==> src/rtl/scr_sync_pkg.sv <==
package scr_sync_pkg;

  typedef enum logic [1:0] {
    PH_IDLE   = 2'd0,
    PH_TRAIN  = 2'd1,
    PH_WINDOW = 2'd2,
    PH_LOCKED = 2'd3
  } lock_phase_t;

  function automatic int max_int(input int a, input int b);
    return (a > b) ? a : b;
  endfunction

endpackage

==> src/rtl/scr_lfsr_core.sv <==
module scr_lfsr_core
  import scr_sync_pkg::*;
#(
  parameter int SR_LEN   = 23,
  parameter int TAP_SEL1 = 18,
  parameter int TAP_SEL0 = 5
) (
  input  logic clk,
  input  logic rst,
  input  logic step,
  input  logic desc_eff,
  input  logic poly_sel,
  input  logic rx_bit,
  output logic out_nx,
  output logic out_q
);

  logic [SR_LEN-1:0] sr;
  logic              tap_mid;
  logic              data_in;
  logic              shift_bit;

  // tap choice: one tap set per select value
  generate
    if (TAP_SEL1 == TAP_SEL0) begin : g_single_tap
      assign tap_mid = sr[TAP_SEL1-1];
    end else begin : g_dual_tap
      assign tap_mid = poly_sel ? sr[TAP_SEL1-1] : sr[TAP_SEL0-1];
    end
  endgenerate

  assign data_in   = desc_eff ? rx_bit : 1'b1;
  assign out_nx    = data_in ^ tap_mid ^ sr[SR_LEN-1];
  assign shift_bit = desc_eff ? rx_bit : out_nx;

  always_ff @(posedge clk) begin
    if (rst) begin
      sr    <= '0;
      out_q <= 1'b0;
    end else if (step) begin
      sr    <= {sr[SR_LEN-2:0], shift_bit};
      out_q <= out_nx;
    end
  end

  AST_HOLD_WHEN_IDLE: assert property (@(posedge clk) disable iff (rst)
    !step |=> ($stable(sr) && $stable(out_q)));

  AST_DESC_SHIFTS_RX: assert property (@(posedge clk) disable iff (rst)
    (step && desc_eff) |=> (sr[0] == $past(rx_bit)));

  AST_GEN_SHIFTS_OUT: assert property (@(posedge clk) disable iff (rst)
    (step && !desc_eff) |=> (sr[0] == out_q));

endmodule

==> src/rtl/scr_lock_ctrl.sv <==
module scr_lock_ctrl
  import scr_sync_pkg::*;
#(
  parameter int TRAIN_SYMS  = 23,
  parameter int WINDOW_SYMS = 128,
  parameter int THR_W       = 8
) (
  input  logic             clk,
  input  logic             rst,
  input  logic             sym_en,
  input  logic             lock_en,
  input  logic             gen_bit,
  input  logic             rx_bit,
  input  logic [THR_W-1:0] thr,
  input  logic             irq_clr,
  output logic             ovr_desc,
  output logic             sync_flag
);

  localparam int CNT_MAX = max_int(TRAIN_SYMS, WINDOW_SYMS);
  localparam int CNT_W   = $clog2(CNT_MAX);
  localparam int ACC_W   = $clog2(WINDOW_SYMS + 1);
  localparam int CMP_W   = max_int(ACC_W, THR_W);

  lock_phase_t      phase;
  logic [CNT_W-1:0] cnt;
  logic [ACC_W-1:0] acc;
  logic [ACC_W-1:0] acc_nx;
  logic             match;
  logic             over;
  logic             hit;

  assign match    = (gen_bit == rx_bit);
  assign acc_nx   = acc + ACC_W'(match);
  assign over     = (CMP_W'(acc_nx) > CMP_W'(thr));
  assign hit      = lock_en && sym_en && (phase == PH_WINDOW) && over;
  assign ovr_desc = (phase == PH_IDLE) || (phase == PH_TRAIN);

  always_ff @(posedge clk) begin
    if (rst) begin
      phase <= PH_IDLE;
      cnt   <= '0;
      acc   <= '0;
    end else if (!lock_en) begin
      phase <= PH_IDLE;
    end else begin
      unique case (phase)
        PH_IDLE: begin
          phase <= PH_TRAIN;
          cnt   <= '0;
          acc   <= '0;
        end
        PH_TRAIN: begin
          if (sym_en) begin
            if (cnt == CNT_W'(TRAIN_SYMS - 1)) begin
              phase <= PH_WINDOW;
              cnt   <= '0;
              acc   <= '0;
            end else begin
              cnt <= cnt + 1'b1;
            end
          end
        end
        PH_WINDOW: begin
          if (sym_en) begin
            if (over) begin
              phase <= PH_LOCKED;
            end else if (cnt == CNT_W'(WINDOW_SYMS - 1)) begin
              phase <= PH_TRAIN;
              cnt   <= '0;
              acc   <= '0;
            end else begin
              cnt <= cnt + 1'b1;
              acc <= acc_nx;
            end
          end
        end
        default: ;
      endcase
    end
  end

  always_ff @(posedge clk) begin
    if (rst)                      sync_flag <= 1'b0;
    else if (hit)                 sync_flag <= 1'b1;
    else if (irq_clr && !lock_en) sync_flag <= 1'b0;
  end

  AST_FLAG_STICKY: assert property (@(posedge clk) disable iff (rst)
    (lock_en && sync_flag) |=> sync_flag);

  AST_SET_IN_WINDOW: assert property (@(posedge clk) disable iff (rst)
    $rose(sync_flag) |-> $past(lock_en && phase == PH_WINDOW));

  AST_ACC_BOUND: assert property (@(posedge clk) disable iff (rst)
    acc <= ACC_W'(WINDOW_SYMS));

  AST_ABORT_IDLE: assert property (@(posedge clk) disable iff (rst)
    !lock_en |=> (phase == PH_IDLE));

  AST_TRAIN_COUNT: assert property (@(posedge clk) disable iff (rst)
    (phase == PH_TRAIN) |-> (cnt < CNT_W'(TRAIN_SYMS)));

endmodule

==> src/rtl/scr_autosync.sv <==
module scr_autosync
  import scr_sync_pkg::*;
#(
  parameter int SR_LEN      = 23,
  parameter int TAP_SEL1    = 18,
  parameter int TAP_SEL0    = 5,
  parameter int TRAIN_SYMS  = 23,
  parameter int WINDOW_SYMS = 128,
  parameter int THR_W       = 8
) (
  input  logic             clk,
  input  logic             rst,
  input  logic             sym_en,
  input  logic             det_bit,
  input  logic             poly_sel,
  input  logic             desc_mode,
  input  logic             lock_en,
  input  logic [THR_W-1:0] sync_thr,
  input  logic             irq_clr,
  output logic             scr_out,
  output logic             sync_irq
);

  logic ovr_desc;
  logic desc_eff;
  logic gen_bit;

  assign desc_eff = lock_en ? ovr_desc : desc_mode;

  scr_lfsr_core #(
    .SR_LEN  (SR_LEN),
    .TAP_SEL1(TAP_SEL1),
    .TAP_SEL0(TAP_SEL0)
  ) u_core (
    .clk     (clk),
    .rst     (rst),
    .step    (sym_en),
    .desc_eff(desc_eff),
    .poly_sel(poly_sel),
    .rx_bit  (det_bit),
    .out_nx  (gen_bit),
    .out_q   (scr_out)
  );

  scr_lock_ctrl #(
    .TRAIN_SYMS (TRAIN_SYMS),
    .WINDOW_SYMS(WINDOW_SYMS),
    .THR_W      (THR_W)
  ) u_lock (
    .clk      (clk),
    .rst      (rst),
    .sym_en   (sym_en),
    .lock_en  (lock_en),
    .gen_bit  (gen_bit),
    .rx_bit   (det_bit),
    .thr      (sync_thr),
    .irq_clr  (irq_clr),
    .ovr_desc (ovr_desc),
    .sync_flag(sync_irq)
  );

  AST_SYNC_NEEDS_LOCK: assert property (@(posedge clk) disable iff (rst)
    $rose(sync_irq) |-> $past(lock_en));

endmodule

==> config.mk <==
export PLATFORM = sky130hd
export DESIGN_NAME = scr_autosync
export DESIGN_NICKNAME = d
export VERILOG_FILES = /design/src/rtl/scr_sync_pkg.sv /design/src/rtl/scr_lfsr_core.sv /design/src/rtl/scr_lock_ctrl.sv /design/src/rtl/scr_autosync.sv
export SDC_FILE = /design/constraint.sdc
export NUM_CORES = 1
export LEC_CHECK = 0
export ABC_CLOCK_PERIOD_IN_PS = 4500
export BUFFER_PORTS_ARGS = -buffer_cell sky130_fd_sc_hd__buf_2
export CAP_MARGIN = 30
export CORE_MARGIN = 8
export CORE_UTILIZATION = 53
export DETAILED_ROUTE_END_ITERATION = 8
export PLACE_DENSITY = 0.82
export SKIP_LAST_GASP = 1
export SLEW_MARGIN = 20
export SYNTH_ARGS = -nofsm -noshare
export SYNTH_HDL_FRONTEND = slang
export SYNTH_SLANG_ARGS = --single-unit
==> constraint.sdc <==
create_clock -name clk -period 4.5 [get_ports clk]
set_clock_uncertainty 0.05 [all_clocks]
set_input_delay 0.9 -clock clk [delete_from_list [all_inputs] [get_ports clk]]
set_output_delay 0.9 -clock clk [all_outputs]
set_load 0.02 [all_outputs]
# Word-level counts from Yosys, hierarchy flattened
# Cells that the tools add are included.
# op_classes
addsub,2
magnitude_cmp,1
eq_ne,10
mux,24
bitwise,3
n_reduce_logical,13
# op_table
cell,count
8-bit 2-to-1 mux,5
7-bit 2-to-1 mux,5
8-bit one-hot mux with 3 select lines,1
7-bit one-hot mux with 3 select lines,1
2-bit 2-to-1 mux,5
5-bit AND reduction,2
8-bit by 1-bit adder with 8-bit output,1
8-bit greater-than comparator,1
"2-bit inequality test, second input constant",4
"7-bit by 1-bit adder with 7-bit output, second input constant",1
"7-bit by 5-bit == test with 1-bit output, second input constant",1
"7-bit == test, second input constant",1
1-bit 2-to-1 mux,6
2-bit one-hot mux with 3 select lines,1
6-bit AND reduction,1
1-bit logical AND,4
"3-bit by 2-bit inequality test with 1-bit output, second input constant",1
3-bit nonzero test,1
"2-bit by 1-bit == test with 1-bit output, second input constant",1
"2-bit == test, second input constant",1
2-bit logical NOT,1
2-bit nonzero test,1
2-bit OR reduction,1
1-bit XOR,2
other kinds (4),4
# word_totals
reg_bits,42
output_inout_bits,2
word_cells,59

# Depth between registers and ports, before layout
# Gate-level depths: netlist of the first run.
# depth
word_depth,12
mapped_depth,19
ltp_nobuf,18

# By module
# Synthesis of the first run repeated with hierarchy kept, for this count alone.
# unflattened
hier_cells,253
hier_area_um2,2267.2
# by_module_without_submodules
module,n_inst,cells_each,area_each_um2,seq_area_each_um2
scr_lock_ctrl,1,167,1342.5,360.3
scr_lfsr_core,1,85,909.6,480.5
scr_autosync,1,1,15.0,0.0

# Worst setup path before layout of the first run
# No wires, ideal clock.
# synth_path
kind,input port to flip-flop
startpoint,in poly_sel
endpoint,reg u_lock.cnt[5]
setup_ps,71
arrival_ps,4226
slack_ps,153
stages,16
n_path_buf,1
path_cell_list,mux2i_1 xnor2_1 xnor2_1 ha_1 and3_1 and3_1 nand3_1 xnor2_1 ha_1 nand4_1 or2_1 and3_4 or3_4 buf_6 or4_1 a21oi_1
# synth_via
elab_chain_len,8
# synth_lines
item,line,rtl
from (decl),scr_autosync.sv:15,"input logic poly_sel,"
1-bit 2-to-1 mux,scr_lfsr_core.sv:28,assign tap_mid = poly_sel ? sr[TAP_SEL1-1] : sr[TAP_SEL0-1];
1-bit XOR (2 in series),scr_lfsr_core.sv:33,assign out_nx = data_in ^ tap_mid ^ sr[SR_LEN-1];
1-bit == test,scr_lock_ctrl.sv:33,assign match = (gen_bit == rx_bit);
8-bit by 1-bit adder with 8-bit output,scr_lock_ctrl.sv:34,assign acc_nx = acc + ACC_W'(match);
8-bit greater-than comparator,scr_lock_ctrl.sv:35,assign over = (CMP_W'(acc_nx) > CMP_W'(thr));
2-bit inequality test (no line),n/a,
5-bit AND reduction (no line),n/a,
to (signal assigned),scr_lock_ctrl.sv:60,cnt <= cnt + 1'b1;
to (signal assigned),scr_lock_ctrl.sv:73,cnt <= cnt + 1'b1;
to (decl),scr_lock_ctrl.sv:26,logic [CNT_W-1:0] cnt;
# Every way passes these cells.
# A chain may end at the register's enable or synchronous reset.

# Worst setup path in the final report of the first run
# layout_path
startpoint,reg u_lock.phase[1]
endpoint,reg u_lock.cnt[3]
# layout_via
elab_chain_len,11
# layout_lines
item,line,rtl
from (decl),scr_lock_ctrl.sv:25,lock_phase_t phase;
from (signal assigned),scr_lock_ctrl.sv:41,phase <= PH_IDLE;
from (signal assigned),scr_lock_ctrl.sv:45,phase <= PH_IDLE;
from (signal assigned),scr_lock_ctrl.sv:49,phase <= PH_TRAIN;
2-bit by 1-bit == test with 1-bit output / 2-bit logical NOT (equally long branches),"scr_lock_ctrl.sv:37, scr_lock_ctrl.sv:47",
1-bit logical OR,scr_lock_ctrl.sv:37,assign ovr_desc = (phase == PH_IDLE) || (phase == PH_TRAIN);
1-bit 2-to-1 mux,scr_autosync.sv:28,assign desc_eff = lock_en ? ovr_desc : desc_mode;
1-bit 2-to-1 mux,scr_lfsr_core.sv:32,assign data_in = desc_eff ? rx_bit : 1'b1;
1-bit XOR (2 in series),scr_lfsr_core.sv:33,
1-bit == test,scr_lock_ctrl.sv:33,
8-bit by 1-bit adder with 8-bit output,scr_lock_ctrl.sv:34,
8-bit greater-than comparator,scr_lock_ctrl.sv:35,
2-bit inequality test (no line),n/a,
5-bit AND reduction (no line),n/a,
# Several ways; a longest one is shown, not always the timed one.

==> results of run 1 <==
-- power breakdown --
group | total, mW | internal [mW] | leakage [nW] | switching (mW)
clock network | 0.264 | 0.127 | 0.0489 | 0.137
registers | 0.377 | 0.374 | 0.339 | 0.00246
logic | 0.0695 | 0.0289 | 0.725 | 0.0406
total | 0.710 | 0.530 | 1.11 | 0.180
-- state kept, by name, summed over array words and instances, names as in the netlist --
name / count
u_core.out_q: 1
u_lock.cnt: 7
u_lock.acc: 8
u_core.sr: 23
u_lock.sync_flag: 1
u_lock.phase: 2
-- per-stage QoR --
| stage | worst slack, ns | hold slack [ns] |
|---|---|---|
| floorplan | 0.153 | 0.410 |
| global placement | -0.0137 | 0.414 |
| detailed placement | -0.102 | 0.413 |
| finish | 0.302 | 0.424 |
| global route | 0.0420 | 0.450 |
| CTS | 0.0727 | 0.425 |
-- cell usage in the layout (no fill, tap or decap), types with 3 or more instances in the layout --
| master | Yosys | layout |
|---|---|---|
| sky130_fd_sc_hd__dfxtp_1 | 42 | 41 |
| sky130_fd_sc_hd__nor2_1 | 36 | 36 |
| sky130_fd_sc_hd__mux2i_1 | 25 | 25 |
| sky130_fd_sc_hd__o21ai_0 | 22 | 22 |
| sky130_fd_sc_hd__a21oi_1 | 18 | 18 |
| sky130_fd_sc_hd__buf_2 | 1 | 18 |
| sky130_fd_sc_hd__ha_1 | 17 | 16 |
| sky130_fd_sc_hd__inv_1 | 15 | 15 |
| sky130_fd_sc_hd__buf_4 | 0 | 11 |
| sky130_fd_sc_hd__nand3_1 | 9 | 9 |
| sky130_fd_sc_hd__xnor2_1 | 7 | 7 |
| sky130_fd_sc_hd__nand2_1 | 6 | 6 |
| sky130_fd_sc_hd__nor2b_1 | 7 | 6 |
| sky130_fd_sc_hd__clkbuf_8 | 0 | 6 |
| sky130_fd_sc_hd__and3_1 | 5 | 5 |
| sky130_fd_sc_hd__nand2b_1 | 4 | 4 |
| sky130_fd_sc_hd__or4_1 | 4 | 4 |
| sky130_fd_sc_hd__nand4_1 | 3 | 3 |
| sky130_fd_sc_hd__o211ai_1 | 3 | 3 |
-- tightest hold or removal path, stage by stage (launching register included) --
cell	delay (ns)
sky130_fd_sc_hd__dfxtp_1	0.31
sky130_fd_sc_hd__o21ai_0	0.06
sky130_fd_sc_hd__a21oi_1	0.06
-- kinds of logic after synthesis --
logic type / count (synthesis) / share of synthesized area [%]
flip-flops: 42 / 37.4
buffers and inverters: 26 / 4.72
XOR/XNOR: 9 / 3.50
AO/OA/AOI/OAI: 55 / 14.0
AND/OR/NAND/NOR: 86 / 19.9
adder cells (fa/ha/maj): 17 / 9.45
multiplexers: 25 / 11.1
-- layout make-up --
class                   count  area, um2
clock buffers               7       86.3
inverters                  15       56.3
multi-input cells         192       1320
repair buffers             29        173
flip-flops and latches     42        842
fillers                   339       1510
well taps                  50       62.6
clock inverters             1       8.76
-- timing repair --
item                                    in CTS  in global routing
endpoints found under the setup margin       0                 12
resized for setup                            0                  4
setup buffers                                0                  2
-- routing by layer --
layer	vias up	wire length (um)
met1	895	2200
met2	40	2140
met5	-	0
li1	966	-
met3	9	229
met4	0	115
-- how the worst max path moves through the flow --
| stage | startpoint | endpoint | depth (start not counted) |
|---|---|---|---|
| after floorplan | poly_sel | u_lock.cnt[5] | 16 |
| after global placement | lock_en | u_lock.cnt[3] | 16 |
| after detailed placement | lock_en | u_lock.cnt[3] | 16 |
| after CTS | u_lock.phase[1] | u_lock.cnt[3] | 18 |
| after global routing | u_lock.phase[1] | u_lock.cnt[3] | 18 |
| final | u_lock.phase[1] | u_lock.cnt[3] | 18 |
==> results.rst, run 1 <==
.. list-table::
   :header-rows: 1

   * - Metric
     - Value
   * - Result of the run
     - finished, final reports clean
   * - Most heavily used metal layer in global routing
     - met2
   * - Share of cells above drive strength 1
     - 15.4%
   * - Count of pins over their slew limit
     - 0
   * - Time the worst path needs with I/O delays and setup
     - 4.20 ns
   * - Mapped Area
     - 2250 um2
   * - Summed area of non-filler cells in the final layout
     - 2540 um2
   * - Number of unique standard cell types used by synthesis
     - 39
   * - Biggest cell delay along the critical path
     - 0.51 ns
   * - Worst relative slew slack
     - 47.0%
   * - Count of port buffers added during placement
     - 17
   * - Final period util
     - 93.3%
   * - Top post-synthesis cells by count
     - 42 x sky130_fd_sc_hd__dfxtp_1, 36 x sky130_fd_sc_hd__nor2_1, 25 x sky130_fd_sc_hd__mux2i_1
   * - End of the worst register-to-register path
     - u_lock.cnt[3]
   * - Number of levels in the clock H-tree
     - 2
   * - HPWL after DPL
     - 3320 um
   * - TritonCTS sink count
     - 42
   * - Total grt overflow
     - 0
   * - Final antenna diode count
     - 0
   * - Share of the synthesized area in the top cell type
     - 37.4%
   * - Maximum resistive drop on vdd
     - 0.120 mV
   * - Row cnt
     - 23
   * - Buf+Inv Stages, Crit Path
     - 1
   * - Cell count after synthesis
     - 260
   * - Count of placed standard cells including taps
     - 326
   * - Via count of the first global-routing pass
     - 1754
   * - Hold buffer count at cts
     - 0
   * - Final Setup Violations
     - 0
   * - First-pass iteration count of the detailed router
     - 5
   * - Die ar.
     - 6590 um2
   * - Antenna-violating nets left
     - 0
   * - CP top delay family
     - simple AND/OR/NAND/NOR gates
   * - Final Total Pwr
     - 0.710 mW
   * - Grt met1 use
     - 18.3%
   * - Via-per-instance ratio
     - 5.68
   * - CTS tree
     - yes
   * - Master of the slowest instance on the critical path
     - sky130_fd_sc_hd__or4b_1
   * - Sequential area share after synthesis
     - 37.4%
   * - Predominant post-synthesis flop cell
     - sky130_fd_sc_hd__dfxtp_1
   * - Sum Neg Setup Slack
     - 0 ns
   * - Hold Vio Cnt, Final
     - 0
   * - Largest driver fanout on the critical path
     - 13
   * - Utilization after layout
     - 62.7%
   * - Met3 routing resource usage after global routing
     - 3.53%
   * - Clock slew at reported path FFs
     - 0.08 ns
   * - Later-pin clock latency in the skew report
     - 0.30 ns
   * - Max Clk Rate
     - 238 MHz
   * - Hold path depth
     - 2
   * - Final weighted congestion in routability-driven placement
     - 0.875
   * - Starting density of the core
     - 55.5%
   * - Non-Filler Instances
     - 336
   * - Count of warnings emitted by yosys
     - 0
   * - Relative area change from synthesis to final layout
     - 13.0%
   * - Origin of the critical flop-to-flop path
     - u_lock.phase[1]
   * - Die H
     - 81.2 um
   * - Core Footprint
     - 4060 um2
   * - Slew of the pin with the lowest slew margin
     - 0.796 ns
   * - Power Dens Cells
     - 279 nW/um2
   * - Final layout net count
     - 318
   * - Cell type contributing the most total cell area after synthesis
     - sky130_fd_sc_hd__dfxtp_1
   * - Root Buffer
     - sky130_fd_sc_hd__clkbuf_8
   * - Post-detailed-routing wire length
     - 4690 um
   * - Ranking of synthesized cells by area
     - sky130_fd_sc_hd__dfxtp_1 37%, sky130_fd_sc_hd__mux2i_1 11%, sky130_fd_sc_hd__ha_1 9.4%
   * - Fraction of synthesis flops using an asynchronous set or reset pin
     - 0%
   * - Class of the tightest hold or removal check
     - flip-flop to flip-flop
   * - DRC viols
     - 0
   * - Post-synthesis net count
     - 293
   * - Largest net degree at the start of global routing
     - 46
   * - Endpoint of the worst hold path
     - u_lock.sync_flag
   * - Number of antenna violations at the first check in global routing
     - 0
   * - Setup crit end kind
     - flip-flop
   * - Count of vias placed by the detailed router
     - 1910
   * - Setup repair after global routing missed its margin
     - no
   * - Maximum count of clock buffers along a single path
     - 2
   * - FF+latch count, synth
     - 42
   * - Global-route wire length before repair
     - 7680 um
   * - Setup slack on the worst flop-to-flop path
     - 0.30 ns
   * - Placement-stage cell area
     - 2420 um2
   * - Die Span X
     - 81.2 um
   * - Number of maximum-capacitance constraint violations
     - 0
   * - Worst Setup Path Type
     - flip-flop to flip-flop
   * - Cell-by-cell trace of the critical path
     - inv_1, ha_2, nand2b_1, o22ai_2, nor2b_2, xnor2_1, ha_1, and3_1, and3_1, nand3_1, xnor2_1, ha_1, nand4_1, or2_1, and3_4, or3_4, or4b_1, a21oi_1
   * - Cts bufs inserted
     - 5
   * - Number of top-level pins
     - 18
   * - Leakage power figure
     - 1.11 nW
   * - CP Launch Type
     - flip-flop
   * - Number of synthesized flops with an enable pin
     - 0
   * - GRT Util Overall
     - 14.6%
   * - Worst Min Path Start
     - u_lock.sync_flag
   * - Average detailed-routed wire length per instance
     - 13.9 um
   * - Critical Path AT
     - 4.38 ns
   * - Global routing usage on met2
     - 22.8%
   * - Avg Inst Size Synth
     - 8.66 um2
   * - Most repeated cell in the gate-level netlist after synthesis
     - sky130_fd_sc_hd__dfxtp_1
   * - Req. time, crit path
     - 4.68 ns
   * - Depth of the most critical reg-to-reg path
     - 18
   * - Number of DRC markers in iteration 0
     - 156
Note: power is estimated with default switching activity, not from simulation.
==> run 2: changes to the inputs <==
--- a/config.mk
+++ b/config.mk
@@ -6,7 +6,7 @@
 export NUM_CORES = 1
 export LEC_CHECK = 0
 export ABC_CLOCK_PERIOD_IN_PS = 4500
-export BUFFER_PORTS_ARGS = -buffer_cell sky130_fd_sc_hd__buf_2
+export BUFFER_PORTS_ARGS = -buffer_cell sky130_fd_sc_hd__clkbuf_2
 export CAP_MARGIN = 30
 export CORE_MARGIN = 8
 export CORE_UTILIZATION = 53
==> run 2 against run 1 <==
Net effect: worst setup slack worse by 0.051 ns; via count is 1.4% lower; critical endpoint unchanged; combinational power is 4.5% higher; largest cell class unchanged; flip-flop and latch count stayed put; power is 2.4% lower; first-iteration DRC count is 24% higher; sequential power hardly changed; sequential share of layout area is 0.43 points lower; utilization is 0.83 points higher; worst hold slack better by 0.0023 ns; wire length is 2.3% lower; non-clock buffer count is 4 higher.
==> results.rst, run 2 (same netlist as run 1, synthesis figures left out) <==
.. list-table::
   :header-rows: 1

   * - Metric
     - Value
   * - Buf+Inv Stages, Crit Path
     - 1
   * - Core Footprint
     - 4060 um2
   * - Hold path depth
     - 2
   * - Count of port buffers added during placement
     - 17
   * - Logic gate share of total power
     - 10.5%
   * - Setup crit end kind
     - flip-flop
   * - Class of the tightest hold or removal check
     - flip-flop to flip-flop
   * - Final Setup Violations
     - 0
   * - Maximum resistive drop on vdd
     - 0.156 mV
   * - Root Buffer
     - sky130_fd_sc_hd__clkbuf_8
   * - Number of levels in the clock H-tree
     - 2
   * - Final period util
     - 94.4%
   * - Post-detailed-routing wire length
     - 4580 um
   * - Total grt overflow
     - 0
   * - Result of the run
     - finished, final reports clean
   * - Antenna-violating nets left
     - 0
   * - End of the worst register-to-register path
     - u_lock.cnt[3]
   * - Leading cell type in the layout, fill and taps excluded
     - sky130_fd_sc_hd__dfxtp_1
   * - Power Dens Cells
     - 269 nW/um2
   * - Final layout net count
     - 323
   * - Die H
     - 81.2 um
   * - Die Span X
     - 81.2 um
   * - Cell-by-cell trace of the critical path
     - inv_1, ha_1, nand2b_1, o22ai_2, nor2b_4, xnor2_1, ha_2, and3_1, and3_1, nand3_1, xnor2_1, ha_1, nand4_1, or2_1, and3_4, or3_4, or4b_1, a21oi_1
   * - GRT Util Overall
     - 14.5%
   * - Later-pin clock latency in the skew report
     - 0.31 ns
   * - TritonCTS sink count
     - 42
   * - Net switching power
     - 0.178 mW
   * - Biggest cell delay along the critical path
     - 0.51 ns
   * - Time the worst path needs with I/O delays and setup
     - 4.25 ns
   * - Relative contribution of sequential cells to total power
     - 54.3%
   * - Final antenna diode count
     - 0
   * - CTS tree
     - yes
   * - Max reg flops
     - 23
   * - Largest driver fanout on the critical path
     - 7
   * - CP top delay family
     - simple AND/OR/NAND/NOR gates
   * - Req. time, crit path
     - 4.67 ns
   * - Average detailed-routed wire length per instance
     - 13.4 um
   * - Share of cells above drive strength 1
     - 16.8%
   * - Origin of the critical flop-to-flop path
     - u_lock.phase[1]
   * - Number of DRC markers in iteration 0
     - 194
   * - Clock network fraction of total power
     - 35.2%
   * - Largest net degree at the start of global routing
     - 46
   * - Sum Neg Setup Slack
     - 0 ns
   * - Leakage power figure
     - 1.14 nW
   * - Max Clk Rate
     - 235 MHz
   * - Final weighted congestion in routability-driven placement
     - 0.890
   * - Slew of the pin with the lowest slew margin
     - 0.871 ns
   * - Row cnt
     - 23
   * - Internal power contribution
     - 0.515 mW
   * - DRC viols
     - 0
   * - Via count of the first global-routing pass
     - 1733
   * - Via-per-instance ratio
     - 5.52
   * - Number of antenna violations at the first check in global routing
     - 0
   * - Count of vias placed by the detailed router
     - 1883
   * - Master of the slowest instance on the critical path
     - sky130_fd_sc_hd__or4b_1
   * - Maximum count of clock buffers along a single path
     - 2
   * - Worst relative slew slack
     - 41.9%
   * - Count of pins over their slew limit
     - 0
   * - Hold Worst Slack
     - 0.426 ns
   * - CP Launch Type
     - flip-flop
   * - Depth of the most critical reg-to-reg path
     - 18
   * - First-pass iteration count of the detailed router
     - 4
   * - Worst Setup Path Type
     - flip-flop to flip-flop
   * - Commonest non-fill, non-tap cells in the layout
     - 41 x sky130_fd_sc_hd__dfxtp_1, 36 x sky130_fd_sc_hd__nor2_1, 25 x sky130_fd_sc_hd__mux2i_1
   * - Global-route wire length before repair
     - 7580 um
   * - Setup slack on the worst flop-to-flop path
     - 0.25 ns
   * - Sw Ratio
     - 25.7%
   * - Cts bufs inserted
     - 5
   * - Number of top-level pins
     - 18
   * - Hold buffer count at cts
     - 0
   * - HPWL after DPL
     - 3250 um
   * - Starting density of the core
     - 55.5%
   * - Die ar.
     - 6590 um2
   * - Relative area change from synthesis to final layout
     - 14.5%
   * - Number of maximum-capacitance constraint violations
     - 0
   * - Largest register by flop count
     - u_core.sr
   * - Total of fill cells in the finished design
     - 340
   * - Clock slew at reported path FFs
     - 0.08 ns
   * - Hold Vio Cnt, Final
     - 0
   * - Endpoint of the worst hold path
     - u_lock.sync_flag
   * - Worst Min Path Start
     - u_lock.sync_flag
   * - Critical Path AT
     - 4.42 ns
   * - Biggest regs
     - u_core.sr: 23 flops, u_lock.acc: 8 flops, u_lock.cnt: 7 flops
run 2: final cells by class:
cell class                 count  area [um2]  share of cell area [%]
sequential                    42         842                    32.7
timing repair buffer          33         203                    7.86
multi-input combinational    193        1330                    51.5
clock inverter                 2        13.8                   0.534
clock buffer                   6        72.6                    2.82
tap                           50        62.6                    2.43
inverter                      15        56.3                    2.18
run 2: worst max path at each step:
stage                     slack (ns)  cells after the start            end             from
after detailed placement       -0.12                     17  u_lock.cnt[3]          lock_en
after global routing          -0.003                     19  u_lock.acc[2]  u_lock.phase[1]
final                           0.25                     18  u_lock.cnt[3]  u_lock.phase[1]
after CTS                       0.07                     18  u_lock.cnt[5]  u_lock.phase[1]
after floorplan                 0.15                     16  u_lock.cnt[5]         poly_sel
after global placement          0.01                     17  u_lock.cnt[3]          lock_en
run 2: layer usage:
metal / vias to the layer above / share of wire, % / track usage (%)
li1: 973 / - / -
met1: 865 / 47 / 18.2
met2: 41 / 46 / 22.5
met3: 4 / 5.6 / 4.08
met4: 0 / 1.4 / 6.61
met5: - / 0 / 0
run 2: repair_timing:
action                     4_1_cts  5_1_grt
resized for setup                0        5
buffers inserted                 0        4
setup endpoints to repair        0       13
run 2: worst min-delay path, delay by kind of cell (launching register included):
kind            cells  cell delay (ns)
compound gates      2             0.12
flops               1             0.31
run 2: stage by stage:
stage | setup slack [ns] | std cells | utilization, % | cell area, um2 | power (mW)
floorplan | 0.153 | 260 | - | 2250 | 0.431
global placement | 0.0102 | 327 | 59.9 | 2430 | 0.450
detailed placement | -0.117 | 328 | 60.0 | 2440 | 0.451
CTS | 0.0738 | 336 | 62.2 | 2520 | 0.691
global route | -0.00286 | 341 | 63.5 | 2580 | 0.726
finish | 0.250 | 341 | 63.5 | 2580 | 0.694
run 2: power groups by stage:
stage / sequential (mW) / clock, mW / combinational, mW
floorplan: 0.386 / 0 / 0.0454
global placement: 0.385 / 0 / 0.0645
detailed placement: 0.385 / 0 / 0.0655
CTS: 0.377 / 0.248 / 0.0661
global route: 0.377 / 0.268 / 0.0802
finish: 0.377 / 0.244 / 0.0726
==> run 3: changes to the inputs <==
--- a/config.mk
+++ b/config.mk
@@ -5,13 +5,14 @@
 export SDC_FILE = /design/constraint.sdc
 export NUM_CORES = 1
 export LEC_CHECK = 0
+export ABC_AREA = 1
 export ABC_CLOCK_PERIOD_IN_PS = 4500
 export BUFFER_PORTS_ARGS = -buffer_cell sky130_fd_sc_hd__clkbuf_2
 export CAP_MARGIN = 30
 export CORE_MARGIN = 8
-export CORE_UTILIZATION = 53
+export CORE_UTILIZATION = 54
 export DETAILED_ROUTE_END_ITERATION = 8
-export PLACE_DENSITY = 0.82
+export PLACE_DENSITY = 0.83
 export SKIP_LAST_GASP = 1
 export SLEW_MARGIN = 20
 export SYNTH_ARGS = -nofsm -noshare
==> run 3 against run 2 <==
Net effect: via count up 11%; sequential share of layout area up 0.80 points; final cell count up 20%; largest cell class unchanged; first-iteration DRC count down 66%; critical path depth up 8.
==> results.rst, run 3 <==
.. list-table::
   :header-rows: 1

   * - Metric
     - Value
   * - Biggest regs
     - u_core.sr: 23 flops, u_lock.acc: 8 flops, u_lock.cnt: 7 flops
   * - Class of the tightest hold or removal check
     - flip-flop to flip-flop
   * - Starting density of the core
     - 54.8%
   * - Count of warnings emitted by yosys
     - 0
   * - Top post-synthesis cells by count
     - 79 x sky130_fd_sc_hd__nor2_1, 63 x sky130_fd_sc_hd__nand2_1, 43 x sky130_fd_sc_hd__inv_1
   * - HPWL after DPL
     - 3300 um
   * - Slew of the pin with the lowest slew margin
     - 0.943 ns
   * - Post-synthesis net count
     - 376
   * - Setup slack on the worst flop-to-flop path
     - 0.55 ns
   * - Final period util
     - 87.7%
   * - Endpoint of the worst hold path
     - u_lock.sync_flag
   * - Count of vias placed by the detailed router
     - 2084
   * - Die H
     - 81.8 um
   * - Req. time, crit path
     - 4.65 ns
   * - Mapped Area
     - 2340 um2
   * - Predominant post-synthesis flop cell
     - sky130_fd_sc_hd__dfxtp_1
   * - Setup crit end kind
     - flip-flop
   * - Antenna-violating nets left
     - 0
   * - Die Span X
     - 81.8 um
   * - Number of levels in the clock H-tree
     - 2
   * - Setup repair after global routing missed its margin
     - no
   * - Number of unique standard cell types used by synthesis
     - 29
   * - Sum Neg Setup Slack
     - 0 ns
   * - Max Clk Rate
     - 253 MHz
   * - Avg Inst Size Synth
     - 6.81 um2
   * - Row cnt
     - 24
   * - Clock slew at reported path FFs
     - 0.08 ns
   * - Result of the run
     - finished, final reports clean
   * - CTS tree
     - yes
   * - DRC viols
     - 0
   * - Final Setup Violations
     - 0
   * - Share of the synthesized area in the top cell type
     - 36.0%
   * - Critical Path AT
     - 4.09 ns
   * - Number of DRC markers in iteration 0
     - 66
   * - Number of maximum-capacitance constraint violations
     - 0
   * - Most repeated cell in the gate-level netlist after synthesis
     - sky130_fd_sc_hd__nor2_1
   * - Maximum count of clock buffers along a single path
     - 2
   * - Sequential area share after synthesis
     - 36.0%
   * - Summed area of non-filler cells in the final layout
     - 2510 um2
   * - Fraction of synthesis flops using an asynchronous set or reset pin
     - 0%
   * - End of the worst register-to-register path
     - u_lock.acc[1]
   * - Core Footprint
     - 4260 um2
   * - Number of synthesized flops with an enable pin
     - 0
   * - Count of port buffers added during placement
     - 17
   * - Time the worst path needs with I/O delays and setup
     - 3.95 ns
   * - First-pass iteration count of the detailed router
     - 4
   * - Leakage power figure
     - 1.24 nW
   * - Maximum resistive drop on vdd
     - 0.256 mV
   * - Root Buffer
     - sky130_fd_sc_hd__clkbuf_8
   * - Cts bufs inserted
     - 5
   * - Global-route wire length before repair
     - 8200 um
   * - Relative area change from synthesis to final layout
     - 7.55%
   * - Power Dens Cells
     - 322 nW/um2
   * - Origin of the critical flop-to-flop path
     - u_lock.phase[1]
   * - Worst Min Path Start
     - u_lock.sync_flag
   * - Later-pin clock latency in the skew report
     - 0.30 ns
   * - Count of pins over their slew limit
     - 0
   * - Average detailed-routed wire length per instance
     - 11.2 um
   * - GRT Util Overall
     - 15.4%
   * - Worst relative slew slack
     - 37.1%
   * - Final layout net count
     - 389
   * - Share of cells above drive strength 1
     - 9.83%
   * - FF+latch count, synth
     - 42
   * - Largest register by flop count
     - u_core.sr
   * - Max reg flops
     - 23
   * - Hold buffer count at cts
     - 0
   * - Ranking of synthesized cells by area
     - sky130_fd_sc_hd__dfxtp_1 36%, sky130_fd_sc_hd__nor2_1 13%, sky130_fd_sc_hd__nand2_1 10%
   * - Largest net degree at the start of global routing
     - 36
   * - Total grt overflow
     - 0
   * - Cell count after synthesis
     - 343
   * - Hold Vio Cnt, Final
     - 0
   * - Via count of the first global-routing pass
     - 1967
   * - CP Launch Type
     - flip-flop
   * - Die ar.
     - 6690 um2
   * - Final antenna diode count
     - 0
   * - Final weighted congestion in routability-driven placement
     - 0.851
   * - Worst Setup Path Type
     - flip-flop to flip-flop
   * - Postcts setup bufs
     - 0
   * - Leading cell type in the layout, fill and taps excluded
     - sky130_fd_sc_hd__nor2_1
   * - Number of top-level pins
     - 18
   * - Total of fill cells in the finished design
     - 421
   * - TritonCTS sink count
     - 42
   * - Hold path depth
     - 2
   * - Number of antenna violations at the first check in global routing
     - 0
   * - Commonest non-fill, non-tap cells in the layout
     - 79 x sky130_fd_sc_hd__nor2_1, 63 x sky130_fd_sc_hd__nand2_1, 43 x sky130_fd_sc_hd__inv_1
   * - Cell type contributing the most total cell area after synthesis
     - sky130_fd_sc_hd__dfxtp_1
   * - Placement-stage cell area
     - 2430 um2
   * - Post-cts repair resize count
     - 0
   * - Post-detailed-routing wire length
     - 4560 um
   * - Largest driver fanout on the critical path
     - 13
   * - Depth of the most critical reg-to-reg path
     - 26
   * - Via-per-instance ratio
     - 5.11
[run 3: where the power goes]
group          total (mW)  internal [mW]  leakage, nW  switching, mW
clock               0.238          0.106       0.0362          0.132
combinational       0.158         0.0586        0.863         0.0996
sequential          0.413          0.396        0.345         0.0165
total               0.808          0.560         1.24          0.248
[run 3: area by class of cell]
| cell class | count | area (um2) | share of cell area [%] |
|---|---|---|---|
| Multi-Input combinational cell | 244 | 1260 | 50.3 |
| Clock inverter | 2 | 15.0 | 0.598 |
| Inverter | 46 | 173 | 6.87 |
| Sequential cell | 42 | 841 | 33.5 |
| Timing Repair Buffer | 17 | 85.1 | 3.39 |
| Clock buffer | 5 | 68.8 | 2.74 |
| Tap cell | 52 | 65.1 | 2.59 |
[run 3: worst max path at each step]
stage	endpoint	cells after the start	slack [ns]	startpoint
floorplan	u_lock.sync_flag	22	0.81	poly_sel
global placement	u_lock.acc[5]	24	0.39	lock_en
CTS	u_lock.acc[1]	25	0.56	u_lock.phase[1]
global route	u_lock.acc[7]	25	0.12	u_lock.phase[1]
detailed placement	u_lock.acc[1]	24	0.27	lock_en
finish	u_lock.acc[1]	26	0.55	u_lock.phase[1]
[run 3: through the flow]
stage          hold slack [ns]  power [mW]  utilization (%)  setup slack (ns)  std cells
4_1_cts                  0.430       0.817             58.9             0.560        408
6_report                 0.426       0.808             58.9             0.553        408
3_3_place_gp             0.407       0.573             57.0             0.388        401
3_5_place_dp             0.411       0.580             57.0             0.275        401
5_1_grt                  0.459       0.862             58.9             0.124        408
2_1_floorplan            0.387       0.545                -             0.805        343
[run 3: kinds of logic after synthesis]
| kind of cell | after synthesis | synth area share [%] |
|---|---|---|
| compound gates | 45 | 10.1 |
| xor+xnor | 8 | 3.00 |
| fa+ha+maj | 17 | 9.11 |
| buf+inv | 57 | 9.85 |
| flops | 42 | 36.0 |
| simple gates | 174 | 32.0 |
[run 3: worst max-delay path, stage by stage, from the launching register on]
cell and delay, ns:
sky130_fd_sc_hd__dfxtp_1 0.36, sky130_fd_sc_hd__inv_1 0.09, sky130_fd_sc_hd__ha_1 0.22, sky130_fd_sc_hd__inv_1 0.11
sky130_fd_sc_hd__nand2_1 0.06, sky130_fd_sc_hd__o22ai_1 0.17, sky130_fd_sc_hd__nor2_1 0.09, sky130_fd_sc_hd__or2_2 0.31
sky130_fd_sc_hd__nand2_1 0.09, sky130_fd_sc_hd__xnor2_1 0.12, sky130_fd_sc_hd__ha_1 0.20, sky130_fd_sc_hd__ha_1 0.18
sky130_fd_sc_hd__nand3_1 0.11, sky130_fd_sc_hd__nor2_1 0.11, sky130_fd_sc_hd__nand2_1 0.07, sky130_fd_sc_hd__xor2_1 0.12
sky130_fd_sc_hd__inv_1 0.07, sky130_fd_sc_hd__ha_1 0.27, sky130_fd_sc_hd__nand2_1 0.06, sky130_fd_sc_hd__nor2_1 0.14
sky130_fd_sc_hd__nand2_1 0.07, sky130_fd_sc_hd__nand2_1 0.09, sky130_fd_sc_hd__nand3_2 0.26, sky130_fd_sc_hd__nand3_4 0.24
sky130_fd_sc_hd__nand2_1 0.08, sky130_fd_sc_hd__nand2_1 0.07, sky130_fd_sc_hd__nor2_1 0.06
[run 3: layer usage]
| metal | wire length [um] | GRT usage (%) | vias up |
|---|---|---|---|
| met5 | 0 | 0 | - |
| met4 | 51 | 6.84 | 0 |
| met3 | 194 | 3.50 | 5 |
| met2 | 2180 | 26.1 | 39 |
| met1 | 2130 | 18.0 | 934 |
| li1 | - | - | 1106 |
